===== config.mk =====
export PLATFORM = sky130hd
export DESIGN_NAME = nco_drift_scaler
export DESIGN_NICKNAME = d
export VERILOG_FILES = /design/src/rtl/nco_drift_pkg.sv /design/src/rtl/nco_window_ctrl.sv /design/src/rtl/nco_scale_datapath.sv /design/src/rtl/nco_drift_scaler.sv
export SDC_FILE = /design/constraint.sdc
export NUM_CORES = 2
export LEC_CHECK = 0
export BUFFER_PORTS_ARGS = -buffer_cell sky130_fd_sc_hd__buf_2
export CAP_MARGIN = 20
export CELL_PAD_IN_SITES_DETAIL_PLACEMENT = 0
export CELL_PAD_IN_SITES_GLOBAL_PLACEMENT = 1
export CORE_UTILIZATION = 40
export DETAILED_ROUTE_END_ITERATION = 8
export PLACE_DENSITY_LB_ADDON = 0.12
export SETUP_SLACK_MARGIN = 0.4
export SYNTH_ARGS = -nofsm -noshare
export SYNTH_HDL_FRONTEND = slang
export SYNTH_SLANG_ARGS = --single-unit

===== constraint.sdc =====
create_clock -name clk -period 13.3 [get_ports clk]
set_input_delay 1.995 -clock clk [delete_from_list [all_inputs] [get_ports clk]]
set_output_delay 1.995 -clock clk [all_outputs]
set_load 0.02 [all_outputs]

===== src/rtl/nco_drift_pkg.sv =====
`timescale 1ns/1ps
package nco_drift_pkg;
  // Strobes from the window control to the datapath
  typedef struct packed {
    logic capture;   // window closes this cycle: latch count, restart counter
    logic multiply;  // held count is stable: form scaled increment
  } strobeT;
endpackage


===== src/rtl/nco_window_ctrl.sv =====
`timescale 1ns/1ps
module nco_window_ctrl
  import nco_drift_pkg::*;
#(
  parameter int LOG2N = 3
) (
  input  logic   clk,
  input  logic   rst,
  input  logic   refTick,
  output strobeT strb
);
  localparam logic [LOG2N-1:0] LAST_TICK = {LOG2N{1'b1}};

  logic [LOG2N-1:0] tickCnt;
  logic             captureNow;
  logic             multiplyQ;

  assign captureNow = refTick && (tickCnt == LAST_TICK);

  always_ff @(posedge clk) begin
    if (rst) begin
      tickCnt   <= '0;
      multiplyQ <= 1'b0;
    end else begin
      if (refTick) tickCnt <= tickCnt + 1'b1;
      multiplyQ <= captureNow;
    end
  end

  assign strb.capture  = captureNow;
  assign strb.multiply = multiplyQ;

  // A window needs at least two ticks, so capture and multiply never coincide
  AST_STROBE_EXCLUSIVE: assert property (@(posedge clk) disable iff (rst)
    $onehot0({strb.capture, strb.multiply}));
endmodule


===== src/rtl/nco_scale_datapath.sv =====
`timescale 1ns/1ps
module nco_scale_datapath
  import nco_drift_pkg::*;
#(
  parameter int PHASE_W    = 64,
  parameter int CNT_W      = 32,
  parameter int NORM_SHIFT = 5
) (
  input  logic               clk,
  input  logic               rst,
  input  strobeT             strb,
  input  logic [PHASE_W-1:0] nominalInc,
  input  logic [PHASE_W-1:0] initPhase,
  output logic [PHASE_W-1:0] corrInc,
  output logic               corrValid,
  output logic [PHASE_W-1:0] phaseWord
);
  localparam int PROD_W = 2 * PHASE_W;

  logic [CNT_W-1:0]   localCnt;
  logic [CNT_W-1:0]   heldCnt;
  logic [PROD_W-1:0]  prodFull;
  logic [PHASE_W-1:0] scaledInc;
  logic [PHASE_W-1:0] activeInc;
  logic [PHASE_W-1:0] incUsed;
  logic               haveCorr;

  // Window cycle counter: capture and restart at 1 in the same edge
  always_ff @(posedge clk) begin
    if (rst) begin
      localCnt <= '0;
      heldCnt  <= '0;
    end else if (strb.capture) begin
      heldCnt  <= localCnt;
      localCnt <= {{(CNT_W-1){1'b0}}, 1'b1};
    end else begin
      localCnt <= localCnt + 1'b1;
    end
  end

  // Ratio scaling: count times nominal, normalised by a fixed shift
  always_comb begin
    prodFull  = {{(PROD_W-CNT_W){1'b0}}, heldCnt} * {{PHASE_W{1'b0}}, nominalInc};
    scaledInc = PHASE_W'(prodFull >> NORM_SHIFT);
  end

  always_ff @(posedge clk) begin
    if (rst) begin
      corrInc   <= '0;
      corrValid <= 1'b0;
      activeInc <= '0;
      haveCorr  <= 1'b0;
    end else begin
      corrValid <= strb.multiply;
      if (strb.multiply) corrInc <= scaledInc;
      if (corrValid) begin
        activeInc <= corrInc;
        haveCorr  <= 1'b1;
      end
    end
  end

  // Phase accumulator, wraps modulo 2^PHASE_W
  assign incUsed = haveCorr ? activeInc : nominalInc;

  always_ff @(posedge clk) begin
    if (rst) phaseWord <= initPhase;
    else     phaseWord <= phaseWord + incUsed;
  end

  AST_COUNT_NONZERO: assert property (@(posedge clk) disable iff (rst)
    strb.capture |-> (localCnt != '0));
  AST_VALID_PULSE: assert property (@(posedge clk) disable iff (rst)
    corrValid |=> !corrValid);
  AST_CORR_STABLE: assert property (@(posedge clk) disable iff (rst)
    !strb.multiply |=> $stable(corrInc));
  AST_ACTIVE_HOLD: assert property (@(posedge clk) disable iff (rst)
    !corrValid |=> $stable(activeInc));
endmodule


===== src/rtl/nco_drift_scaler.sv =====
`timescale 1ns/1ps
module nco_drift_scaler
  import nco_drift_pkg::*;
#(
  parameter int PHASE_W    = 64,
  parameter int LOG2N      = 3,
  parameter int CNT_W      = 32,
  parameter int NORM_SHIFT = 5
) (
  input  logic               clk,
  input  logic               rst,
  input  logic               refTick,
  input  logic [PHASE_W-1:0] nominalInc,
  input  logic [PHASE_W-1:0] initPhase,
  output logic [PHASE_W-1:0] corrInc,
  output logic               corrValid,
  output logic [PHASE_W-1:0] phaseWord
);
  strobeT strb;

  nco_window_ctrl #(.LOG2N(LOG2N)) u_ctrl (
    .clk     (clk),
    .rst     (rst),
    .refTick (refTick),
    .strb    (strb)
  );

  nco_scale_datapath #(
    .PHASE_W    (PHASE_W),
    .CNT_W      (CNT_W),
    .NORM_SHIFT (NORM_SHIFT)
  ) u_dp (
    .clk        (clk),
    .rst        (rst),
    .strb       (strb),
    .nominalInc (nominalInc),
    .initPhase  (initPhase),
    .corrInc    (corrInc),
    .corrValid  (corrValid),
    .phaseWord  (phaseWord)
  );
endmodule


==> metrics.md <==
| Metric | Value |
|---|---|
| Die area | `approximately 160000 µm²` |
| Post-synthesis sequential area ratio | `approximately 8.2%` |
| Largest family of logic cells by synthesized area | `adder cells` |
| Via Count | `~48000` |
| Post-synthesis simple-gate area fraction | `about 17%` |
| Mean Syn Cell Area | `between 8 and 9 µm²` |
| Worst-skew pair later-pin latency | `approximately 0.58 ns` |
| Clk buf depth | `3` |
| Final setup vio count | `0` |
| Min Tclk post-route | `around 9.9 ns` |
| Final core utilization | `around 43%` |
| Leak pwr | `about 34 nW` |
| Reg2Reg Depth | `24` |
| Clock root cell | `clkbuf_16` |
| FF+latch count, synth | `around 260` |
| Post-Syn Nets | `between 9000 and 10000` |
| Worst Skew | `approximately 0.015 ns` |
| Pwr/cell area | `~48 nW/µm²` |
| VDD IR max | `about 0.11 mV` |
| Pins Over Slew Limit | `0` |
| Max cap viols | `0` |
| Hold Crit Class | `reg -> reg` |
| Synth Area in Adders | `between 50% and 60%` |
| WHS Path Cells | `2` |
| Die Y | `401.1 µm` |
| Post-DP HPWL | `~170 mm` |
| Largest net degree at the start of global routing | `a little over 90` |
| Fin crit share | `74.65%` |
| I/O Buffers | `around 260` |
| Post-cts gate resize count | `0` |
| Multiplexer share of the synthesized area | `around 2.7%` |
| Iter 0 DRT Violations | `approximately 2900` |
| Fmax | `about 100 MHz` |
| Vias per cell | `about 5.2` |
| Die X | `401.1 µm` |
| Setup tns final | `0 ns` |
| Initial antenna violation count | `14` |
| Number of global-route vias before repair | `52400` |
| Crit. End Element | `register` |
| Ys async rst share | `0%` |
| Unrepaired setup endpoints after global routing | `false` |
| Clock transition at path regs | `0.06 ns` |
| Fillers | `around 16000` |
| RD Place Congestion | `~0.9` |
| Nets | `roughly 9000` |
| Post-Synth XOR/XNOR Area | `under 10%` |
| Final WL | `~220 mm` |
| Slew @ Worst Pin | `1.113 ns` |
| Synth Area in Compound Gates | `roughly 6%` |
| Post-synth top area share | `between 40% and 50%` |
| I/O Pins | `between 200 and 300` |
| Total gr overflow | `0` |
| Max transition margin | `25.83%` |
| Fin. Hold Viols | `0` |
| Top area cells in the synthesized netlist | `fa_1 47%, inv_1 9.0%, dfxtp_1 8.2%, nand2_1 7.4%, and2_1 6.3%` |
| H-tree Lvls | `1` |
| Initial core utilization | `approximately two fifths` |
| Setup Fix Bufs, Post-CTS | `0` |
| CTS tree | `done` |
| Synth Warn # | `0` |
| Outcome | `completed` |
| Gr usage total | `about 28%` |
| Clock sinks | `between 200 and 300` |
| Cell variety after synth | `79` |
| Crit Path Max Fanout | `33` |
| CP required | `roughly 14 ns` |
| Post-synth EDFFs | `0` |
| Drt drc | `0` |
| Register area | `~5300 µm²` |
| WHS | `about 0.48 ns` |
| First-pass GRT wire length | `between 300 and 400 mm` |
| Post-CTS Hold Buffers | `0` |
| Footprint of the multi-input gates | `approximately 51000 µm²` |
| Synth Instances | `between 7000 and 8000` |
| Core area | `between 150000 and 200000 µm²` |
| FP Rows | `146` |
| Mapped Area | `about 64000 µm²` |
| P&R area growth vs syn | `6.116%` |
| WL per Instance | `roughly 24 µm` |
| CP startpoint kind | `input port` |
| Arr. time, crit path | `10.39 ns` |
| Top FF cell, synth | `dfxtp_1` |
| Synth area leader | `fa_1` |
| Drt first pass iters | `6` |
| Total CTS buffers | `29` |
| Non-Filler Instances | `between 9000 and 10000` |
| Cells after DPL | `between 9000 and 10000` |
| Share of post-route cells with drive strength above 1 | `under 10%` |
| Number of routed nets with antenna violations | `0` |
| CP Class | `in -> reg` |
report_power, final:
part	internal [mW]	switching (mW)
combinational	0.500	0.936
clock	0.467	0.359
sequential	0.879	0.0882
registers in the layout, summed over array words and instances (netlist names):
register / flops
u_dp.activeInc: 64
u_dp.corrInc: 64
u_dp.phaseWord: 64
u_dp.heldCnt: 32
u_dp.localCnt: 32
u_ctrl.tickCnt: 3
u_ctrl.multiplyQ: 1
u_dp.corrValid: 1
u_dp.haveCorr: 1
metrics by stage:
stage | area (µm²) | power [mW] | setup WS [ns]
4_1_cts | 67590 | 3.235 | 3.393
3_5_place_dp | 66630 | 2.405 | 2.792
3_3_place_gp | 66620 | 2.411 | 2.838
2_1_floorplan | 63700 | 1.900 | 4.352
5_1_grt | 67590 | 3.402 | 3.104
6_report | 67600 | 3.229 | 3.371
critical path, cell delays in order:
cell	delay, ns
buf_2	0.80
nand2_1	0.21
fa_1	0.59
inv_1	0.05
fa_1	0.47
inv_1	0.05
fa_1	0.46
fa_1	0.55
inv_1	0.05
fa_1	0.48
fa_1	0.56
fa_1	0.44
fa_1	0.45
ha_1	0.47
and3_1	0.25
and2_1	0.17
and3_1	0.20
a221oi_1	0.49
a31oi_1	0.24
o21ai_1	0.58
o21ai_0	0.32
a21oi_1	0.25
xor2_1	0.16
o21ai_0	0.08
per-layer routing:
metal	vias up	GRT usage, %	part of all wire, %
met1	25420	37.48	42
met4	2	9.007	3.8
met5	-	0	0.0049
met3	331	2.625	4.7
met2	1307	48.90	49
li1	21080	-	-
cell type report:
type / count / share of cell area, %
antenna: 5 / 0.01851
inverter: 1524 / 8.462
multi-input combinational: 4986 / 75.50
clock buffer: 41 / 1.199
clock inverter: 13 / 0.2129
timing repair buffer: 349 / 2.937
tap: 2072 / 3.835
sequential: 262 / 7.833
cell usage in the layout, fill, tap and decap left out, types with 34 or more instances in the layout:
master / netlist / final
a21o_1: 84 / 84
a21oi_1: 155 / 154
a22o_1: 34 / 34
and2_1: 639 / 639
buf_2: 2 / 258
buf_4: 1 / 89
dfxtp_1: 262 / 230
fa_1: 1509 / 1509
ha_1: 231 / 231
inv_1: 1523 / 1523
mux2_2: 67 / 67
mux2i_1: 99 / 99
nand2_1: 1260 / 1260
nand3_1: 45 / 45
nor2_1: 202 / 200
o21ai_0: 150 / 150
xnor2_1: 121 / 121
xor2_1: 75 / 75
worst paths after layout:
path / start / endpoint / slack (ns)
setup reg to reg: u_dp.heldCnt[3]$_SDFFE_PP0P_ / u_dp.corrInc[54]$_SDFFE_PP0P_ / 4.22
hold / removal: u_dp.corrInc[41]$_SDFFE_PP0P_ / u_dp.corrInc[41]$_SDFFE_PP0P_ / 0.48
hold reg to reg: u_dp.corrInc[41]$_SDFFE_PP0P_ / u_dp.corrInc[41]$_SDFFE_PP0P_ / 0.48
setup / recovery: nominalInc[22] / u_dp.corrInc[54]$_SDFFE_PP0P_ / 3.37
cell families after synthesis:
family | after synthesis
flip-flops | 262
adder cells (fa/ha/maj) | 1740
buffers and inverters | 1979
AND/OR/NAND/NOR | 2280
multiplexers | 166
XOR/XNOR | 196
AO/OA/AOI/OAI | 604
synth_stat cells (32+ instances only):
| cell | instances |
|---|---|
| inv_1 | 1523 |
| fa_1 | 1509 |
| nand2_1 | 1260 |
| and2_1 | 639 |
| clkbuf_1 | 443 |
| dfxtp_1 | 262 |
| ha_1 | 231 |
| nor2_1 | 202 |
| a21oi_1 | 155 |
| o21ai_0 | 150 |
| xnor2_1 | 121 |
| mux2i_1 | 99 |
| a21o_1 | 84 |
| xor2_1 | 75 |
| mux2_2 | 67 |
| nand3_1 | 45 |
| a22o_1 | 34 |
| nand4_1 | 32 |
No activity file was read; power rests on OpenSTA's default activity.
